`config.mk`:
```
export PLATFORM = sky130hd
export DESIGN_NAME = lp_wdog_ocp
export DESIGN_NICKNAME = d
export VERILOG_FILES = /design/src/rtl/lpwd_pkg.sv /design/src/rtl/lpwd_limit.sv /design/src/rtl/lpwd_oc_timer.sv /design/src/rtl/lpwd_wd_timer.sv /design/src/rtl/lp_wdog_ocp.sv
export SDC_FILE = /design/constraint.sdc
export NUM_CORES = 1
export LEC_CHECK = 0
export ABC_AREA = 0
export ABC_CLOCK_PERIOD_IN_PS = 3000
export BUFFER_PORTS_ARGS = -buffer_cell sky130_fd_sc_hd__buf_2
export CAP_MARGIN = 25
export CORE_ASPECT_RATIO = 0.75
export CORE_MARGIN = 2
export CORE_UTILIZATION = 40
export CTS_BUF_LIST = sky130_fd_sc_hd__clkbuf_2
export CTS_CLUSTER_DIAMETER = 100
export DETAILED_ROUTE_END_ITERATION = 6
export PLACE_DENSITY = 0.61
export SLEW_MARGIN = 20
export SYNTH_ARGS = -nofsm -noshare
export SYNTH_HDL_FRONTEND = slang
export SYNTH_HIERARCHICAL = 1
export SYNTH_SLANG_ARGS = --single-unit
```
`constraint.sdc`:
```
create_clock -name clk -period 3 [get_ports clk]
set_input_delay 0.45 -clock clk [delete_from_list [all_inputs] [get_ports clk]]
set_output_delay 0.45 -clock clk [all_outputs]
set_load 0.03 [all_outputs]
```
`src/rtl/lpwd_pkg.sv`:
```
package lpwd_pkg;

    typedef enum logic [1:0] {
        OC_IDLE   = 2'd0,
        OC_TIMING = 2'd1,
        OC_HELD   = 2'd2
    } oc_state_e;

    typedef enum logic [1:0] {
        WD_OFF     = 2'd0,
        WD_RUN     = 2'd1,
        WD_EXPIRED = 2'd2
    } wd_state_e;

endpackage

```
`src/rtl/lpwd_limit.sv`:
```
// Turns a 2-bit code into a tick limit of BASE shifted left by the code.
module lpwd_limit #(
    parameter int BASE = 4,
    parameter int CW   = $clog2(BASE * 8 + 1)
) (
    input  logic [1:0]    sel,
    output logic [CW-1:0] limit
);
    localparam logic [CW-1:0] BASE_V = CW'(BASE);

    always_comb begin
        limit = BASE_V << sel;
    end
endmodule

```
`src/rtl/lpwd_oc_timer.sv`:
```
module lpwd_oc_timer
    import lpwd_pkg::*;
#(
    parameter int MIN_TICKS = 4
) (
    input  logic       clk,
    input  logic       rst_n,
    input  logic       tick,
    input  logic       oc_flag,
    input  logic [1:0] win_sel,
    output logic       burst_refresh,
    output logic       wake_req
);
    localparam int CW = $clog2(MIN_TICKS * 8 + 1);

    oc_state_e     state_q, state_d;
    logic [CW-1:0] cnt_q;
    logic [CW-1:0] limit;
    logic          last_tick;
    logic          wake_q;

    lpwd_limit #(.BASE(MIN_TICKS), .CW(CW)) u_lim (
        .sel   (win_sel),
        .limit (limit)
    );

    assign last_tick = tick && (cnt_q >= limit - CW'(1));

    always_comb begin
        state_d = state_q;
        unique case (state_q)
            OC_IDLE:   if (oc_flag) state_d = OC_TIMING;
            OC_TIMING: begin
                if (!oc_flag)       state_d = OC_IDLE;   // short burst
                else if (last_tick) state_d = OC_HELD;   // expire
            end
            OC_HELD:   if (!oc_flag) state_d = OC_IDLE;  // release
            default:   state_d = OC_IDLE;
        endcase
    end

    always_ff @(posedge clk) begin
        if (!rst_n) state_q <= OC_IDLE;
        else        state_q <= state_d;
    end

    always_ff @(posedge clk) begin
        if (!rst_n) begin
            cnt_q  <= '0;
            wake_q <= 1'b0;
        end else begin
            wake_q <= (state_q == OC_TIMING) && (state_d == OC_HELD);
            if (state_q == OC_TIMING && state_d == OC_TIMING && tick)
                cnt_q <= cnt_q + CW'(1);
            else if (state_d != OC_TIMING)
                cnt_q <= '0;
        end
    end

    assign burst_refresh = (state_q == OC_TIMING) && !oc_flag;
    assign wake_req      = wake_q;
endmodule

```
`src/rtl/lpwd_wd_timer.sv`:
```
module lpwd_wd_timer
    import lpwd_pkg::*;
#(
    parameter int MIN_TICKS = 64
) (
    input  logic       clk,
    input  logic       rst_n,
    input  logic       tick,
    input  logic       enable,
    input  logic       refresh,
    input  logic [1:0] per_sel,
    output logic       timeout
);
    localparam int CW = $clog2(MIN_TICKS * 8 + 1);

    wd_state_e     state_q, state_d;
    logic [CW-1:0] cnt_q;
    logic [CW-1:0] limit;
    logic          last_tick;
    logic          timeout_q;

    lpwd_limit #(.BASE(MIN_TICKS), .CW(CW)) u_lim (
        .sel   (per_sel),
        .limit (limit)
    );

    assign last_tick = tick && (cnt_q >= limit - CW'(1));

    always_comb begin
        state_d = state_q;
        if (!enable) begin
            state_d = WD_OFF;                               // disarm
        end else begin
            unique case (state_q)
                WD_OFF:     state_d = WD_RUN;               // arm
                WD_RUN:     if (!refresh && last_tick) state_d = WD_EXPIRED;
                WD_EXPIRED: if (refresh) state_d = WD_RUN;  // rearm
                default:    state_d = WD_OFF;
            endcase
        end
    end

    always_ff @(posedge clk) begin
        if (!rst_n) state_q <= WD_OFF;
        else        state_q <= state_d;
    end

    always_ff @(posedge clk) begin
        if (!rst_n) begin
            cnt_q     <= '0;
            timeout_q <= 1'b0;
        end else begin
            timeout_q <= (state_q == WD_RUN) && (state_d == WD_EXPIRED);
            if (state_q == WD_RUN && state_d == WD_RUN && !refresh && tick)
                cnt_q <= cnt_q + CW'(1);
            else if (state_q != WD_RUN || state_d != WD_RUN || refresh)
                cnt_q <= '0;
        end
    end

    assign timeout = timeout_q;
endmodule

```
`src/rtl/lp_wdog_ocp.sv`:
```
module lp_wdog_ocp #(
    parameter int OC_MIN_TICKS = 4,
    parameter int WD_MIN_TICKS = 64
) (
    input  logic       clk,
    input  logic       rst_n,
    input  logic       tick_1ms,
    input  logic       oc_flag,
    input  logic [1:0] oc_win_sel,
    input  logic       wd_enable,
    input  logic [1:0] wd_per_sel,
    input  logic       refresh_cmd,
    output logic       wake_req,
    output logic       wd_timeout
);
    logic burst_refresh;
    logic any_refresh;

    lpwd_oc_timer #(.MIN_TICKS(OC_MIN_TICKS)) u_oc (
        .clk           (clk),
        .rst_n         (rst_n),
        .tick          (tick_1ms),
        .oc_flag       (oc_flag),
        .win_sel       (oc_win_sel),
        .burst_refresh (burst_refresh),
        .wake_req      (wake_req)
    );

    assign any_refresh = refresh_cmd | burst_refresh;

    lpwd_wd_timer #(.MIN_TICKS(WD_MIN_TICKS)) u_wd (
        .clk     (clk),
        .rst_n   (rst_n),
        .tick    (tick_1ms),
        .enable  (wd_enable),
        .refresh (any_refresh),
        .per_sel (wd_per_sel),
        .timeout (wd_timeout)
    );
endmodule

```
==> PnR_summary.wiki, run 1 <==
{| class="wikitable"
! Metric !! Value
|-
| Result of the run || finished, final reports clean
|-
| Gpl congestion || 0.7617
|-
| # diodes || 0
|-
| Crit path from || wd_per_sel[0]
|-
| Leakage dissipation || 0.7497 nW
|-
| Top FF cell, synth || sky130_fd_sc_hd__dfxtp_1
|-
| Antenna violations before repair || 0
|-
| Total Routed Length || 2936 um
|-
| Count of cell types in the netlist || 44
|-
| Maximum clock skew at final layout || 0.007150 ns
|-
| Fmax || 428.5 MHz
|-
| Filler cell count in the final layout || 428
|-
| Register area share after synthesis || 0.2594
|-
| Layout cells sized above 1 || 0.1194
|-
| Worst hold-check path type || in2reg
|-
| CP Capture Type || register
|-
| Ordered cell list for the critical path || buf_2, and2b_2, nor3_1, nand2_1, xor2_1, ha_1, nand4_1, or3_1, a21oi_4, a21o_1
|-
| Arrival time of the worst setup path || 2.63 ns
|-
| Horizontal extent of the die || 79.23 um
|-
| Tightest slew margin relative to the limit || 0.4831
|-
| Latest clock arrival within the worst-skew pair || 0.34 ns
|-
| Endpoints failing hold || 0
|-
| First-pass detailed-route iteration total || 4
|-
| Signed area change from the synthesized netlist to the final layout || 6.190%
|-
| Final count of negative-setup-slack endpoints || 0
|-
| Nets || 232
|-
| Count of final max-slew check failures || 0
|-
| Number of warnings printed during yosys synthesis || 6
|-
| Gate Count Post-Synth || 191
|-
| Area share of the leading cell type in the synthesized netlist || 0.2594
|-
| CTS tree || built
|-
| Share of async-settable or async-resettable flops after synthesis || 0
|-
| Post-Syn Area || 1698 um^2
|-
| Resize count post-CTS || 0
|-
| Number of post-CTS setup repair buffers || 0
|-
| First-pass GRT wire length || 5299 um
|-
| Number of hold buffers added after CTS || 0
|-
| Routed WL per cell || 11.47 um
|-
| Core Footprint || 4054 um^2
|-
| Worst r2r src || u_oc/state_q[0]
|-
| Clock buffer depth || 2
|-
| Final cycle utilization of the critical path || 0.7779
|-
| Worst path bufs/invs || 1
|-
| Crit path time final || 2.334 ns
|-
| Worst VDD drop || 0.0002114 V
|-
| Total I/O pin count || 12
|-
| Largest fanout on the critical path || 10
|-
| Number of global-route vias before repair || 1,109
|-
| Largest net degree at the start of global routing || 14
|-
| Post-synth EDFFs || 0
|-
| Most numerous cell types in the synthesized netlist || sky130_fd_sc_hd__dfxtp_1 (22), sky130_fd_sc_hd__ha_1 (20), sky130_fd_sc_hd__nand2_1 (17)
|-
| Worst path max stage delay || 0.47 ns
|-
| Count of buffers from port buffering || 11
|-
| Leading cell type by number of instances after synthesis || sky130_fd_sc_hd__dfxtp_1
|-
| Number of max-cap violations || 0
|-
| Transition at the pin with the smallest max-transition slack || 0.7646 ns
|-
| Number of nets with antenna violations after detailed routing || 0
|-
| Kind of cell adding the most delay to the critical path || simple AND/OR/NAND/NOR gates
|-
| Clock sinks || 22
|-
| Register clock-pin slew on the reported worst setup and hold paths || 0.22 ns
|-
| Hold Crit Start || wd_enable
|-
| Required time of the critical path || 3.30 ns
|-
| Vias || 1,242
|-
| Placement row count || 20
|-
| Unrepaired setup endpoints after global routing || no
|-
| Level count of the clock H-tree || 1
|-
| Final routed DRC violation total || 0
|-
| Cell types with the largest area share after synthesis || sky130_fd_sc_hd__dfxtp_1 (26%), sky130_fd_sc_hd__ha_1 (15%), sky130_fd_sc_hd__xor2_1 (8.3%)
|-
| Per-cell via count in the routed design || 4.852
|-
| Cts bufs inserted || 3
|-
| Power density over cell area || 329.2 nW/um^2
|-
| Cell type contributing the most total cell area after synthesis || sky130_fd_sc_hd__dfxtp_1
|-
| Post-DP HPWL || 2358 um
|-
| Overall Global Routing Usage || 0.1402
|-
| Die footprint || 4787 um^2
|-
| Violation count after the first detailed-route iteration || 54
|-
| Fraction of the core area covered by cells at the end of the flow || 0.4448
|-
| Buffer cell driving the clock tree root || sky130_fd_sc_hd__clkbuf_2
|-
| Slowest stage cell, crit path || sky130_fd_sc_hd__or3_1
|-
| Global-route congestion overflow total || 0
|-
| Post-synthesis register bit count || 22
|-
| Average instance area after synthesis || 8.889 um^2
|-
| Final total negative setup slack || 0 ns
|-
| Effective utilization at floorplan || 0.4188
|-
| Type of origin of the critical path || input port
|-
| Die height || 60.43 um
|-
| Crit path kind || in2reg
|}
power by group:
group | internal [W] | total [W] | switching (W)
Sequential | 0.000295 | 0.000297 | 0.00000193
Clock | 0.000115 | 0.000210 | 0.0000952
Combinational | 0.0000358 | 0.0000864 | 0.0000506
Total | 0.000446 | 0.000594 | 0.000148
cell type report:
| type | instances | area [um^2] | share of cell area |
|---|---|---|---|
| Timing Repair Buffer | 11 | 55.05 | 0.03053 |
| Multi-Input combinational cell | 154 | 1156 | 0.6412 |
| Clock buffer | 3 | 15.01 | 0.008328 |
| Clock inverter | 1 | 30.03 | 0.01666 |
| Tap cell | 55 | 68.82 | 0.03817 |
| Inverter | 10 | 37.54 | 0.02082 |
| Sequential cell | 22 | 440.4 | 0.2443 |
stage by stage:
step                std cells  cell area [um^2]  hold WS (ns)  total power [W]  worst slack (ns)
finish                    256              1803        0.3339        0.0005935            0.6664
global route              256              1803        0.3086        0.0006278            0.4678
CTS                       256              1803        0.3152        0.0005977            0.6925
detailed placement        252              1758        0.4888        0.0003859            0.2857
global placement          252              1758        0.4765        0.0003852            0.3332
floorplan                 197              1720        0.4524        0.0003750            0.6116
registers in the layout, indices dropped and copies added (netlist names):
| signal | flops |
|---|---|
| u_wd/cnt_q | 10 |
| u_oc/wake_req | 1 |
| u_oc/cnt_q | 6 |
| u_oc/state_q | 2 |
| u_wd/timeout | 1 |
| u_wd/state_q | 2 |
tightest hold or removal path, cell delays in order:
cell and delay [ns]:
sky130_fd_sc_hd__buf_2 0.11, sky130_fd_sc_hd__nand3_1 0.06, sky130_fd_sc_hd__a31oi_1 0.04
cells in the final DEF (no fill, tap or decap), types with 2 or more instances in the layout:
cell type / Yosys / final
sky130_fd_sc_hd__and2b_2: 2 / 2
sky130_fd_sc_hd__a211oi_1: 8 / 8
sky130_fd_sc_hd__nand4_1: 9 / 9
sky130_fd_sc_hd__nand3_1: 3 / 3
sky130_fd_sc_hd__nand2_1: 17 / 17
sky130_fd_sc_hd__and3_1: 4 / 4
sky130_fd_sc_hd__nor3_1: 11 / 11
sky130_fd_sc_hd__and2_1: 2 / 2
sky130_fd_sc_hd__nor2_1: 6 / 6
sky130_fd_sc_hd__a31oi_1: 2 / 2
sky130_fd_sc_hd__dfxtp_1: 22 / 22
sky130_fd_sc_hd__clkbuf_2: 0 / 3
sky130_fd_sc_hd__nand2b_1: 2 / 2
sky130_fd_sc_hd__xnor2_1: 8 / 8
sky130_fd_sc_hd__a21oi_1: 8 / 8
sky130_fd_sc_hd__nor4b_1: 3 / 3
sky130_fd_sc_hd__and2_2: 2 / 2
sky130_fd_sc_hd__or3_1: 2 / 2
sky130_fd_sc_hd__ha_1: 20 / 20
sky130_fd_sc_hd__nor2b_1: 2 / 2
sky130_fd_sc_hd__buf_2: 0 / 11
sky130_fd_sc_hd__conb_1: 2 / 8
sky130_fd_sc_hd__xor2_1: 16 / 16
sky130_fd_sc_hd__inv_1: 10 / 10
final timing paths:
kind	endpoint	slack, ns	depth (start not counted)
max reg2reg	u_wd/cnt_q[3]	0.95	6
min	u_wd/state_q[0]	0.33	3
max	u_wd/state_q[1]	0.67	10
min reg2reg	u_wd/state_q[0]	0.53	1
cell families after synthesis:
family / share of synthesized area
xor gates and xnor gates: 0.1238
muxes: 0.005896
adders and majority gates: 0.1474
other: 0.004423
AOI/OAI and AO/OA: 0.1268
DFF: 0.2594
and+or+nand+nor: 0.2594
buffers and inverters: 0.07296
per-layer routing:
metal  global-route usage  part of all wire  up-vias
met4              0.02217            0.0048        0
li1                     -                 -      697
met5                    0                 0        -
met1               0.2335              0.61      532
met3              0.03571             0.029        2
met2               0.1768              0.35       11
No activity file was read; power rests on OpenSTA's default activity.
==> inputs of run 2 (changes only) <==
Settings changed: ABC_CLOCK_PERIOD_IN_PS 3000 to 2100, PLACE_DENSITY 0.61 to 0.63.
Clock period 3 ns to 2.1 ns, I/O delays scaled along.
==> run 2 against run 1 <==
Net effect: cell area is 8.1% higher; die area stayed put; clock skew is 0.011 ns higher; hold slack worse by 0.13 ns; sequential share of layout area is 1.8 points lower; wire length is 7.9% higher; sequential power is 43% higher; clock power is 22% lower; via count is 9.2% higher; critical path type unchanged; critical endpoint unchanged; largest power group unchanged; highest routed layer unchanged.
==> PnR_summary.wiki, run 2 (synthesized netlist as in run 1, its figures left out) <==
{| class="wikitable"
! Metric !! Value
|-
| Horizontal extent of the die || 79.23 um (unchanged)
|-
| Fmax || 488.0 MHz
|-
| Instance count along the most critical hold path || 3 (unchanged)
|-
| Nets || 247 (+6.5%)
|-
| Total Power || 0.0007353 W (+24%)
|-
| Worst hold-check path type || in2reg
|-
| Routed WL per cell || 11.69 um (+1.9%)
|-
| Clock sinks || 22 (unchanged)
|-
| Filler cell count in the final layout || 409 (-4.4%)
|-
| First-pass detailed-route iteration total || 4 (unchanged)
|-
| Leakage dissipation || 0.8167 nW (+8.9%)
|-
| Number of max-cap violations || 0 (unchanged)
|-
| Type of origin of the critical path || input port
|-
| Number of hold buffers added after CTS || 0 (unchanged)
|-
| Largest fanout on the critical path || 5 (-5)
|-
| Layout cells sized above 1 || 0.2083 (+0.08893)
|-
| Gpl congestion || 0.7888 (+3.6%)
|-
| Count of buffers from port buffering || 11 (unchanged)
|-
| Slowest stage cell, crit path || sky130_fd_sc_hd__a2111oi_4
|-
| CTS tree || built
|-
| Most common library cell in the layout ignoring fill and taps || sky130_fd_sc_hd__dfxtp_1
|-
| Number of nets with antenna violations after detailed routing || 0 (unchanged)
|-
| Core Footprint || 4054 um^2 (unchanged)
|-
| Arrival time of the worst setup path || 2.30 ns (-0.33 ns)
|-
| Power density over cell area || 377.4 nW/um^2 (+15%)
|-
| Count of final max-slew check failures || 0 (unchanged)
|-
| Worst setup slack after placement || -0.3884 ns (-0.6741 ns)
|-
| Latest clock arrival within the worst-skew pair || 0.32 ns (-0.02 ns)
|-
| Clock buffer depth || 2 (unchanged)
|-
| # diodes || 0 (unchanged)
|-
| Ordered cell list for the critical path || buf_6, nor2b_4, nor3_4, nand2_1, xor2_1, ha_1, nand2_1, nor2_2, a2111oi_4, buf_4, a21oi_4, a21o_1
|-
| Result of the run || finished, final reports clean
|-
| Cell repeated most along the worst path || sky130_fd_sc_hd__nand2_1
|-
| Final routed DRC violation total || 0 (unchanged)
|-
| Sink of the worst hold path || u_wd/state_q[0]
|-
| Highest layer used for signal routing || met4
|-
| Signed area change from the synthesized netlist to the final layout || 14.74%
|-
| Largest net degree at the start of global routing || 13 (-1)
|-
| Cts bufs inserted || 3 (unchanged)
|-
| Hold Worst Slack || 0.2043 ns (-0.1296 ns)
|-
| Die footprint || 4787 um^2 (unchanged)
|-
| Crit path time final || 2.049 ns
|-
| Per-cell via count in the routed design || 5.004 (+3.1%)
|-
| Vias || 1,356 (+9.2%)
|-
| Kind of cell adding the most delay to the critical path || compound AO/OA/AOI/OAI gates
|-
| Effective utilization at floorplan || 0.4188 (unchanged)
|-
| Worst VDD drop || 0.0004032 V (+91%)
|-
| Final worst slack || 0.05101 ns (-0.6154 ns)
|-
| Register with the most flip-flops || u_wd/cnt_q
|-
| Overall Global Routing Usage || 0.1375 (-0.002673)
|-
| Maximum clock skew at final layout || 0.01812 ns (+0.01098 ns)
|-
| Placement row count || 20 (unchanged)
|-
| Transition at the pin with the smallest max-transition slack || 0.6154 ns (-0.1492 ns)
|-
| Met2 wirelength from detailed routing || 1218 um (+18%)
|-
| Registers with the most flip-flops || u_wd/cnt_q (10), u_oc/cnt_q (6)
|-
| Total Routed Length || 3167 um (+7.9%)
|-
| Worst r2r src || u_wd/cnt_q[7]
|-
| Max FFs per register || 10 (unchanged)
|-
| Leading cell types in the layout, fill and taps excluded || sky130_fd_sc_hd__dfxtp_1 (22), sky130_fd_sc_hd__ha_1 (20), sky130_fd_sc_hd__nand2_1 (17), sky130_fd_sc_hd__xor2_1 (16), sky130_fd_sc_hd__buf_4 (14)
|-
| Worst flop-to-flop path endpoint || u_wd/state_q[1]
|-
| Final count of negative-setup-slack endpoints || 0 (unchanged)
|-
| Final cell count without fillers || 271 (+5.9%)
|-
| Antenna violations before repair || 0 (unchanged)
|-
| CP Capture Type || register
|-
| Number of global-route vias before repair || 1,198 (+8.0%)
|-
| Routed length on met3 || 91 um (+7.1%)
|-
| Required time of the critical path || 2.35 ns (-0.95 ns)
|-
| Buffer cell driving the clock tree root || sky130_fd_sc_hd__clkbuf_2
|-
| Level count of the clock H-tree || 1 (unchanged)
|-
| First-pass GRT wire length || 5326 um (+0.51%)
|-
| Crit path kind || in2reg
|-
| Footprint of the multi-input gates || 1210 um^2 (+4.7%)
|-
| Worst path bufs/invs || 2 (+1)
|-
| Global-route congestion overflow total || 0 (unchanged)
|-
| Hold Crit Start || wd_enable
|-
| Placed Instances || 264 (+4.8%)
|-
| Wire length on met1 || 1847 um (+2.7%)
|-
| Post-DP HPWL || 2469 um (+4.7%)
|-
| Violation count after the first detailed-route iteration || 29 (-46%)
|-
| Register clock-pin slew on the reported worst setup and hold paths || 0.21 ns (about the same)
|-
| Tightest slew margin relative to the limit || 0.5840 (+0.1009)
|-
| Total I/O pin count || 12 (unchanged)
|-
| Register Area || 440.4 um^2 (unchanged)
|-
| Depth of the worst register-to-register path || 7 (+1)
|-
| Endpoints failing hold || 0 (unchanged)
|-
| Final cycle utilization of the critical path || 0.9757
|-
| Worst reg2reg setup slack || 0.23 ns (-0.72 ns)
|-
| Die height || 60.43 um (unchanged)
|-
| Worst path max stage delay || 0.41 ns (-0.06 ns)
|}
## run 2: cell count changes in the layout (fill, tap and decap cells not counted), sizes merged
cell and change:
a21oi +1, buf +14, clkinv +1, bufinv -1
## run 2: area by class of cell
| class | instances | area share |
|---|---|---|
| Clock inverter | 1 | 0.001927 |
| Sequential cell | 22 | 0.2261 |
| Multi-Input combinational cell | 155 | 0.6211 |
| Inverter | 10 | 0.01927 |
| Tap cell | 55 | 0.03532 |
| Clock buffer | 3 | 0.007707 |
| Timing Repair Buffer | 25 | 0.08863 |
## run 2: metrics by stage
step | utilization | setup TNS [ns] | instance area (um^2)
2_1_floorplan | - | -0.4639 | 1738
3_3_place_gp | 0.4602 | -4.304 | 1866
3_5_place_dp | 0.4602 | -5.006 | 1866
4_1_cts | 0.4648 | 0 | 1884
5_1_grt | 0.4806 | -0.01910 | 1948
6_report | 0.4806 | 0 | 1948
## run 2: repair_timing
item | in CTS | in global routing
setup buffers | 0 | 2
gates resized for setup | 0 | 11
endpoints found under the setup margin | 0 | 13
## run 2: tightest hold or removal path, delay by kind of cell
kind                   cells  cell delay, ns
buffers and inverters      1            0.11
and+or+nand+nor            1            0.06
AOI/OAI and AO/OA          1            0.04
## run 2: metal layers
| metal | up-vias | GRT usage |
|---|---|---|
| met2 | 20 | 0.2022 |
| met4 | 0 | 0.02217 |
| li1 | 733 | - |
| met1 | 601 | 0.2121 |
| met5 | - | 0 |
| met3 | 2 | 0.02679 |
## run 2: how the worst max path moves through the flow
| stage | from | endpoint | cells after the start |
|---|---|---|---|
| after floorplan | wd_per_sel[0] | u_wd/state_q[0] | 9 |
| after CTS | wd_per_sel[0] | u_wd/state_q[0] | 10 |
| final | wd_per_sel[0] | u_wd/state_q[1] | 12 |
| after global routing | wd_per_sel[0] | u_wd/state_q[1] | 12 |
| after global placement | wd_per_sel[1] | u_wd/state_q[0] | 10 |
| after detailed placement | wd_per_sel[0] | u_wd/state_q[0] | 10 |
## run 2: power breakdown
part           switching, W  internal (W)  leakage (nW)  total (W)
clock              0.000122     0.0000414        0.0140   0.000164
combinational     0.0000806     0.0000670         0.625   0.000148
sequential       0.00000289      0.000421         0.178   0.000424
